`config.mk`:
```
export PLATFORM = sky130hd
export DESIGN_NAME = sw_mutex_reg
export DESIGN_NICKNAME = d
export VERILOG_FILES = /design/src/rtl/sw_mutex_pkg.sv /design/src/rtl/sw_mutex_decode.sv /design/src/rtl/sw_mutex_arb.sv /design/src/rtl/sw_mutex_reg.sv
export SDC_FILE = /design/constraint.sdc
export NUM_CORES = 1
export LEC_CHECK = 0
export BUFFER_PORTS_ARGS = -buffer_cell sky130_fd_sc_hd__clkbuf_2
export CAP_MARGIN = 20
export CORE_ASPECT_RATIO = 0.75
export CORE_MARGIN = 1
export CORE_UTILIZATION = 26
export DETAILED_ROUTE_END_ITERATION = 6
export HOLD_SLACK_MARGIN = 0.08
export PLACE_DENSITY = 0.9
export SLEW_MARGIN = 20
export SYNTH_ARGS = -nofsm -noshare
export SYNTH_HDL_FRONTEND = slang
export SYNTH_SLANG_ARGS = --single-unit
```
`constraint.sdc`:
```
create_clock -name clk_i -period 2 [get_ports clk_i]
set_clock_uncertainty 0.05 [all_clocks]
set_input_delay 0.1 -clock clk_i [delete_from_list [all_inputs] [get_ports clk_i]]
set_output_delay 0.1 -clock clk_i [all_outputs]
set_load 0.1 [all_outputs]
```
`src/rtl/sw_mutex_pkg.sv`:
```
package sw_mutex_pkg;
  localparam int ID_W      = 4;
  localparam int DATA_W    = 32;
  localparam int REQ_LSB   = 0;
  localparam int GRANT_LSB = REQ_LSB + ID_W;
  localparam int USED_W    = GRANT_LSB + ID_W;

  typedef logic [ID_W-1:0] agent_id_t;
endpackage

```
`src/rtl/sw_mutex_decode.sv`:
```
module sw_mutex_decode #(
  parameter int               ADDR_W = 12,
  parameter logic [ADDR_W-1:0] OFFSET = 12'h0EC
) (
  input  logic              acc_i,
  input  logic              we_i,
  input  logic [ADDR_W-1:0] addr_i,
  output logic              wr_hit_o,
  output logic              rd_hit_o
);
  logic hit;
  assign hit      = acc_i && (addr_i == OFFSET);
  assign wr_hit_o = hit && we_i;
  assign rd_hit_o = hit && !we_i;
endmodule

```
`src/rtl/sw_mutex_arb.sv`:
```
module sw_mutex_arb
  import sw_mutex_pkg::*;
(
  input  logic      clk_i,
  input  logic      rst_ni,
  input  logic      wr_en_i,
  input  agent_id_t wr_id_i,
  output agent_id_t grant_o,
  output agent_id_t req_o
);
  agent_id_t grant_q, req_q;

  always_ff @(posedge clk_i or negedge rst_ni) begin
    if (!rst_ni) begin
      grant_q <= '0;
      req_q   <= '0;
    end else if (wr_en_i) begin
      if (wr_id_i == '0) begin
        grant_q <= '0;            // release (no-op when already free)
        req_q   <= '0;
      end else if (grant_q == '0) begin
        grant_q <= wr_id_i;       // free: take it
        req_q   <= wr_id_i;
      end
      // owned: same id or foreign id both leave state untouched
    end
  end

  assign grant_o = grant_q;
  assign req_o   = req_q;

  p_acquire_r4: assert property (@(posedge clk_i) disable iff (!rst_ni)
    (wr_en_i && wr_id_i != '0 && grant_o == '0) |=> (grant_o == $past(wr_id_i) && req_o == $past(wr_id_i)));

  p_hold_owned_r5: assert property (@(posedge clk_i) disable iff (!rst_ni)
    (wr_en_i && wr_id_i != '0 && grant_o != '0) |=> ($stable(grant_o) && $stable(req_o)));

  p_foreign_ignored_r6: assert property (@(posedge clk_i) disable iff (!rst_ni)
    (wr_en_i && wr_id_i != '0 && grant_o != '0 && grant_o != wr_id_i) |=> (grant_o == $past(grant_o)));

  p_release_r7: assert property (@(posedge clk_i) disable iff (!rst_ni)
    (wr_en_i && wr_id_i == '0) |=> (grant_o == '0 && req_o == '0));

  p_free_zero_r8: assert property (@(posedge clk_i) disable iff (!rst_ni)
    (wr_en_i && wr_id_i == '0 && grant_o == '0) |=> $stable(grant_o));

  p_idle_stable_r2: assert property (@(posedge clk_i) disable iff (!rst_ni)
    !wr_en_i |=> ($stable(grant_o) && $stable(req_o)));
endmodule

```
`src/rtl/sw_mutex_reg.sv`:
```
module sw_mutex_reg
  import sw_mutex_pkg::*;
#(
  parameter int                ADDR_W = 12,
  parameter logic [ADDR_W-1:0] OFFSET = 12'h0EC
) (
  input  logic              clk_i,
  input  logic              rst_ni,
  input  logic              acc_i,
  input  logic              we_i,
  input  logic [ADDR_W-1:0] addr_i,
  input  logic [DATA_W-1:0] wdata_i,
  output logic [DATA_W-1:0] rdata_o,
  output logic [ID_W-1:0]   owner_o,
  output logic              busy_o
);
  logic      wr_hit, rd_hit;
  agent_id_t grant, req;
  logic      unused_wdata;

  assign unused_wdata = ^wdata_i[DATA_W-1:ID_W];

  sw_mutex_decode #(.ADDR_W(ADDR_W), .OFFSET(OFFSET)) u_decode (
    .acc_i    (acc_i),
    .we_i     (we_i),
    .addr_i   (addr_i),
    .wr_hit_o (wr_hit),
    .rd_hit_o (rd_hit)
  );

  sw_mutex_arb u_arb (
    .clk_i   (clk_i),
    .rst_ni  (rst_ni),
    .wr_en_i (wr_hit),
    .wr_id_i (wdata_i[REQ_LSB +: ID_W]),
    .grant_o (grant),
    .req_o   (req)
  );

  always_comb begin
    rdata_o = '0;
    if (rd_hit) begin
      rdata_o[GRANT_LSB +: ID_W] = grant;
      rdata_o[REQ_LSB +: ID_W]   = req;
    end
  end

  assign owner_o = grant;
  assign busy_o  = |grant;

  p_upper_zero_r3: assert property (@(posedge clk_i) disable iff (!rst_ni)
    rdata_o[DATA_W-1:USED_W] == '0);

  p_busy_tracks_r9: assert property (@(posedge clk_i) disable iff (!rst_ni)
    $rose(busy_o) |-> (owner_o != '0 && $past(owner_o) == '0));

  p_miss_reads_zero_r2: assert property (@(posedge clk_i) disable iff (!rst_ni)
    (acc_i && !we_i && addr_i != OFFSET) |-> rdata_o == '0);
endmodule

```
==> out/results.ini, run 1 <==
[timing]
finalCriticalPeriod_ps = 1930
max-slew-margin-rel = 0.637
slew_viol_final = 0
rsz0062_at_grt = false
finalSetupViolations = 0
fmax_mhz = 517
finalCritPeriodShare = 0.967
final_hold_viol_count = 0
worst_slew_pin_slew_ps = 547

[cts]
cts_made_buffers = 3
cts_root_buf = clkbuf_4
htreeDepth = 1
cts.repair.resized = 0
clk_pin_slew_ps = 40
cts_tree = yes
clk_latency_ps = 230
cts_setup_buffers = 0
max-clock-path-buffers = 2
cts_sinks = 4

[floorplan]
die_x_um = 51.8
placementRows = 13
ioPinCount = 85
initial_core_util = 0.278
die-height_um = 39.4
die_area_um2 = 2040
design.core.area_um2 = 1740

[cells_and_area]
fill_cells = 176
synthToLayoutAreaGrowth_pct = 30.7
finalCoreUtilization = 0.364
seqCellArea_um2 = 108
instances_no_fill = 108
drive_above_1_share = 0.547
multi_input_area_um2 = 262
final_nets = 136
antennaDiodeCount = 0
largest_reg_flops = 4

[routing]
drtIter0Drc = 6
dr.pass1.iters = 4
drc_errors = 0
wire_per_inst_um = 7.48
ant_nets = 0
vias = 389
finalWirelength_um = 808
viasPerCell = 3.60

[yosys]
synthCells = 51
synth_top_area_cell = buf_4
synth-async-reset-ratio = 1.00
synth_common_cells = buf_4, and2_1, dfrtp_1, mux2_1
ys_types = 12
synth_seq_cells = 4
syn_area_um2 = 484
synth_edf_count = 0
synth_top_area_frac = 0.434
yosysMostFrequentCell = buf_4
synth.area.top_cells = buf_4, dfrtp_1, mux2_1, and2_1, or4_4
ys_warn_count = 0
ys_seq_area_frac = 0.207
ys.flop_type = dfrtp_1
avgSynthCellArea_um2 = 9.49

[flow_run]
max_cap_viol_count = 0

[power_and_ir_drop]
leakagePower_nw = 0.386
peakVddDrop_mv = 0.236
total_power_mw = 0.410
pwr_density_cell_nw_per_um2 = 648

[placement]
port_buffers = 32
dp_cells = 100
hpwl_um = 754
gp_congestion = 0.619

[critical_path]
critPathKind = in2reg
r2r_start = u_arb.req_o[2]
r2r_cells = 3
path_max_fanout = 4
critical_path.startpoint_type = input pin
endpoint_kind = flop
critPathLaunch = wdata_i[2]
cpPeakStageDelay_ps = 540
worst_ep_required_time_ps = 2050
cpMaxStageDelayCell = dlygate4sd3_1
cp.arrival_ps = 1980
cp_cell_sequence = dlygate4sd3_1 -> clkbuf_2 -> or4_4 -> a211oi_4 -> mux2_1

[grt]
first_global_vias = 339
grt_max_degree = 5
grt_pass1_wl_um = 1210
gr-total-overflow = 0
grt_use_total = 0.0807
antenna_found_initial = 0

[status]
outcome = finished clean

[hold_path]
hp-class = in2async

[repair_timing]
action,in CTS,in global routing
endpoints found under the hold margin,8,0
setup endpoints to repair,0,0
hold buffers,5,0
[path summary, 6_finish.rpt]
path	to	slack [ps]
min	u_arb.req_o[2]	170
max	u_arb.req_o[0]	70
max reg2reg	u_arb.req_o[0]	130
min reg2reg	u_arb.req_o[1]	480
max in group asynchronous	u_arb.req_o[3]	1590
min in group clk_i	u_arb.req_o[1]	270
[where the power goes]
part / internal, mW / leakage, nW / switching [mW]
combinational: 0.0225 / 0.323 / 0.210
clock: 0.0669 / 0.0138 / 0.0293
sequential: 0.0816 / 0.0489 / 0.000186
total: 0.171 / 0.386 / 0.239
[layer usage]
layer  track usage  wire length [um]  up-vias
met5             0                 0        -
met4        0.0405                 0        0
met3             0                40        0
met2         0.189               517       24
met1        0.0703               249      180
li1              -                 -      185
[critical path, delay by kind of cell]
family	cells	cell delay, ps
compound gates	1	330
mux	1	360
buf+inv	2	650
simple gates	1	540
[per-stage QoR]
step | area, um2 | setup TNS, ps | hold WS (ps) | setup slack [ps]
floorplan | 583 | -880 | -246 | -220
global placement | 561 | 0 | -144 | 149
detailed placement | 561 | 0 | -139 | 113
CTS | 633 | 0 | 157 | 65.0
global route | 633 | 0 | 168 | 13.2
finish | 633 | 0 | 165 | 66.3
[kinds of logic after synthesis]
group,share of synthesized area
and+or+nand+nor,0.209
DFF,0.207
AOI/OAI and AO/OA,0.0413
muxes,0.0930
other,0.00774
buffers and inverters,0.442
[layout by cell type, fill, tap and decap left out]
cell,instances
and2_2,4
or4_4,2
inv_1,1
a211oi_4,1
clkbuf_4,3
nand4_4,1
mux2_1,4
dfrtp_2,3
conb_1,24
clkbuf_2,32
nor2_1,2
dlygate4sd3_1,5
dfrtp_4,1
nor3_1,1
and4b_1,2
[cell type report]
cell class | instances | share of cell area
Multi-Input combinational cell | 41 | 0.413
Timing Repair Buffer | 37 | 0.332
Sequential cell | 4 | 0.170
Tap cell | 22 | 0.0435
Clock buffer | 3 | 0.0356
Inverter | 1 | 0.00593
Power figures use the tool's default switching activity.
==> run 2, diff against run 1 <==
- PLACE_DENSITY: 0.9 -> 0.89
==> run 2 against run 1 <==
Against the previous run: hold slack better by 2.5 ps; combinational power hardly changed; final cell count is the same; register-to-register slack about the same; first-iteration DRC count down 100%; routed wire length decreased by 0.62%; clock power is 2.3% lower; largest power group unchanged.
==> out/results.ini, run 2 (synthesized netlist as in run 1, its figures left out) <==
[routing]
wire_per_inst_um = 7.44
finalWirelength_um = 803
dr.pass1.iters = 1
vias = 396
viasPerCell = 3.67
drc_errors = 0
ant_nets = 0
drtIter0Drc = 0

[timing]
fin_tns_setup_ps = 0
rsz0062_at_grt = false
layout_setup_ws_ps = 62.8
slew_viol_final = 0
finalCriticalPeriod_ps = 1940
worst_slew_pin_slew_ps = 544
final_hold_viol_count = 0
finalCritPeriodShare = 0.969
fin_hold_ws_ps = 168
fmax_mhz = 516
finalSetupViolations = 0
max-slew-margin-rel = 0.639

[grt]
grt_use_met1 = 0.0677
grt_use_total = 0.0806
grt_pass1_wl_um = 1120
met3_usage = 0.0233
antenna_found_initial = 0
first_global_vias = 313
top_usage_layer = met2
use_met2 = 0.163
grt_max_degree = 5
gr-total-overflow = 0

[critical_path]
path_max_fanout = 4
cpPeakStageDelay_ps = 540
critical_path.startpoint_type = input pin
critPathTopFamily = buffers and inverters
crit_buf_inv = 2
cpMaxStageDelayCell = dlygate4sd3_1
worst_ep_required_time_ps = 2050
endpoint_kind = flop
cp_cell_sequence = dlygate4sd3_1 -> clkbuf_2 -> or4_4 -> a211oi_4 -> mux2_1
cp.arrival_ps = 1990
critPathKind = in2reg

[placement]
postPlaceCellArea_um2 = 561
port_buffers = 32
dp_cells = 100
hpwl_um = 699
pre_cts_ws_ps = 122
gp_congestion = 0.624

[power_and_ir_drop]
peakVddDrop_mv = 0.289
pwr_density_cell_nw_per_um2 = 645
leakagePower_nw = 0.386

[cts]
cts_setup_buffers = 0
max-clock-path-buffers = 2
cts_sinks = 4
htreeDepth = 1
clk_pin_slew_ps = 30
clk_latency_ps = 230
cts_made_buffers = 3
cts_root_buf = clkbuf_4
cts_tree = yes

[cells_and_area]
instances_no_fill = 108
layout_commonest_cell = clkbuf_2
antennaDiodeCount = 0
final_nets = 136
fin_area_um2 = 633
fill_cells = 171
drive_above_1_share = 0.547
synthToLayoutAreaGrowth_pct = 30.7
largest_reg_flops = 4
layout_common_cells = clkbuf_2, conb_1, dlygate4sd3_1

[floorplan]
placementRows = 13
die-height_um = 39.4
initial_core_util = 0.278
die_area_um2 = 2040
design.core.area_um2 = 1740
die_x_um = 51.8
ioPinCount = 85

[status]
outcome = finished clean

[flow_run]
max_cap_viol_count = 0

[hold_path]
hp-class = in2async

## run 2: cell counts in the layout (fill, tap and decap cells not counted)
Identical to the previous run, type by type.
## run 2: final cells by class
type                    count  area [um2]  share of cell area
flip-flops and latches      4         108               0.170
inverters                   1        3.75             0.00593
clock buffers               3        22.5              0.0356
repair buffers             37         210               0.332
well taps                  22        27.5              0.0435
multi-input cells          41         262               0.413
## run 2: worst paths after layout
path	from	endpoint	slack, ps	depth (start not counted)
max	wdata_i[2]	u_arb.req_o[2]	60	5
min	rst_ni	u_arb.req_o[1]	170	2
max reg2reg	u_arb.req_o[2]	u_arb.req_o[2]	130	3
min reg2reg	u_arb.req_o[0]	u_arb.req_o[0]	480	1
max in group asynchronous	rst_ni	u_arb.req_o[2]	1590	2
min in group clk_i	we_i	u_arb.req_o[1]	270	4
## run 2: repair_timing
| action | CTS | global route |
|---|---|---|
| hold buffers | 5 | 0 |
| hold endpoints to repair | 8 | 0 |
| gates resized for setup | 0 | 0 |
## run 2: power by group
group	total [mW]	leakage [nW]	switching [mW]	internal, mW
clock network	0.0940	0.0138	0.0273	0.0667
registers	0.0819	0.0489	0.000182	0.0817
logic	0.233	0.323	0.210	0.0225
total	0.409	0.386	0.238	0.171
## run 2: worst reg2reg max path: stages, from the launching register on
cell,delay [ps]
dfrtp_4,470
or4_4,560
a211oi_4,310
mux2_1,360
## run 2: layer usage
layer / vias up / part of all wire
li1: 187 / -
met1: 179 / 0.34
met2: 30 / 0.58
met3: 0 / 0.076
met4: 0 / 0
met5: - / 0
## run 2: metrics by stage
step                total power, mW   util
detailed placement            0.307  0.322
finish                        0.409  0.364
floorplan                     0.324      -
CTS                           0.412  0.364
global route                  0.424  0.364
global placement              0.306  0.322
==> run 3, diff against run 2 <==
- CORE_ASPECT_RATIO: 0.75 -> unset
- CORE_UTILIZATION: 26 -> 27
- PLACE_DENSITY: 0.89 -> 0.91
- SYNTH_HIERARCHICAL: unset -> 1
==> run 3 against run 2 <==
Against the previous run: final cell count grew 9.3%; total power up 0.92%; non-clock buffer count rose by 1; clock-buffer cell count is the same; first-iteration DRC count grew 3; global-route usage increased by 1.8 points; sequential cell count is the same; clock power rose by 4.9%; critical endpoint is now busy_o.
==> out/results.ini, run 3 <==
[floorplan]
placementRows = 15
die-height_um = 44.8
initial_core_util = 0.287
design.core.area_um2 = 1730
ioPinCount = 85
die_x_um = 44.8
die_area_um2 = 2010

[yosys]
yosysMostFrequentCell = buf_4
synth_edf_count = 0
ys.flop_type = dfrtp_1
synth-async-reset-ratio = 1.00
syn_area_um2 = 495
synth_top_area_frac = 0.424
ys_warn_count = 6
synth_top_area_cell = buf_4
synth_seq_cells = 4
synth.area.top_cells = buf_4, dfrtp_1, and2_1, a22o_1, or4b_1
synthCells = 57
synth_common_cells = buf_4, and2_1, a22o_1, dfrtp_1, nor4_1
ys_seq_area_frac = 0.202
ys_types = 14
avgSynthCellArea_um2 = 8.69

[cells_and_area]
fill_cells = 182
layout_common_cells = conb_1, clkbuf_2, and2_2
multi_input_area_um2 = 280
drive_above_1_share = 0.495
final_nets = 143
finalCoreUtilization = 0.447
largest_reg_flops = 4
seqCellArea_um2 = 100
antennaDiodeCount = 0
synthToLayoutAreaGrowth_pct = 55.8

[critical_path]
r2r_start = u_arb/req_o[1]
critical_path.startpoint_type = flop
crit_buf_inv = 1
cp.arrival_ps = 1580
cpPeakStageDelay_ps = 530
critPathTopFamily = simple AND/OR/NAND/NOR gates
worst_ep_required_time_ps = 1850
reg2reg_to = u_arb/req_o[0]
critPathKind = reg2out
worst-path-stages = 2
cpMaxStageDelayCell = or4_1
r2r_slack_ps = 860
cp_cell_sequence = or4_1 -> clkbuf_2
endpoint_kind = primary output
r2r_cells = 3
path_max_fanout = 6

[timing]
max-slew-margin-rel = 0.638
fmax_mhz = 579
final_hold_viol_count = 0
finalCriticalPeriod_ps = 1730
fin_tns_setup_ps = 0
rsz0062_at_grt = false
fin_hold_ws_ps = 165
finalCritPeriodShare = 0.863
slew_viol_final = 0
worst_slew_pin_slew_ps = 546
finalSetupViolations = 0

[power_and_ir_drop]
pwr_density_cell_nw_per_um2 = 534
switchingPower_mw = 0.241
intPower_mw = 0.172
switching_share = 0.584
power_frac_comb = 0.562
clkPwrFrac = 0.239
pwr-share-seq = 0.199
leakagePower_nw = 0.408
peakVddDrop_mv = 0.254

[grt]
grt_use_total = 0.0989
antenna_found_initial = 0
gr-total-overflow = 0
first_global_vias = 366
grt_max_degree = 9
grt_pass1_wl_um = 1430

[cts]
htreeDepth = 1
cts_made_buffers = 3
clk_pin_slew_ps = 40
cts_root_buf = clkbuf_4
cts_setup_buffers = 0
cts_hold_buf = 5
cts_tree = yes
cts_sinks = 4
max-clock-path-buffers = 2
cts.repair.resized = 0
clk_latency_ps = 230

[status]
outcome = finished clean

[flow_run]
max_cap_viol_count = 0

[placement]
port_buffers = 32
gp_congestion = 0.617
hpwl_um = 873

[routing]
dr.pass1.iters = 2
vias = 462
wire_per_inst_um = 8.33
viasPerCell = 3.92
drtIter0Drc = 3
finalWirelength_um = 983
drc_errors = 0
ant_nets = 0

[hold_path]
hp-class = in2async

-- run 3: how the worst max path moves through the flow --
stage / from / end / slack, ps
finish: u_arb/req_o[2] / busy_o / 270
global route: u_arb/req_o[2] / busy_o / 220
CTS: u_arb/req_o[2] / busy_o / 280
detailed placement: addr_i[1] / u_arb/req_o[0] / 290
global placement: addr_i[1] / u_arb/req_o[3] / 310
floorplan: u_arb/req_o[2] / busy_o / 6
-- run 3: stage by stage --
stage / cells / worst slack, ps / cell area (um2) / total power [mW]
floorplan: 80 / 6.43 / 591 / 0.322
global placement: 110 / 314 / 699 / 0.306
detailed placement: 110 / 289 / 699 / 0.306
CTS: 118 / 277 / 772 / 0.416
global route: 118 / 217 / 772 / 0.431
finish: 118 / 274 / 772 / 0.412
-- run 3: layer usage --
| layer | global-route usage | vias up | part of all wire |
|---|---|---|---|
| met5 | 0 | - | 0 |
| met4 | 0.0545 | 0 | 0.019 |
| met3 | 0.0120 | 2 | 0.095 |
| met2 | 0.200 | 36 | 0.54 |
| met1 | 0.0943 | 201 | 0.34 |
| li1 | - | 223 | - |
-- run 3: logic make-up (layout without fill, tap and decap cells) --
group / Yosys count / count (layout) / synth area share
AO/OA/AOI/OAI: 4 / 4 / 0.0707
buffers and inverters: 28 / 41 / 0.424
other: 1 / 24 / 0.00757
flip-flops: 4 / 4 / 0.202
AND/OR/NAND/NOR: 20 / 20 / 0.295
-- run 3: layout make-up --
class                   count  share of cell area
repair buffers             38               0.438
well taps                  25              0.0405
flip-flops and latches      4               0.130
clock buffers               3              0.0292
multi-input cells          48               0.363
-- run 3: worst reg2reg max path, stage by stage (launching register included) --
cell     delay (ps)
dfrtp_1         420
nor4_1          260
and2_2          210
a22o_1          130
-- run 3: power groups by stage --
stage	registers (mW)	clock network (mW)	logic (mW)
6_report	0.0819	0.0986	0.232
5_1_grt	0.0818	0.110	0.239
2_1_floorplan	0.0842	0	0.238
3_5_place_dp	0.0829	0	0.224
4_1_cts	0.0819	0.103	0.231
3_3_place_gp	0.0829	0	0.223
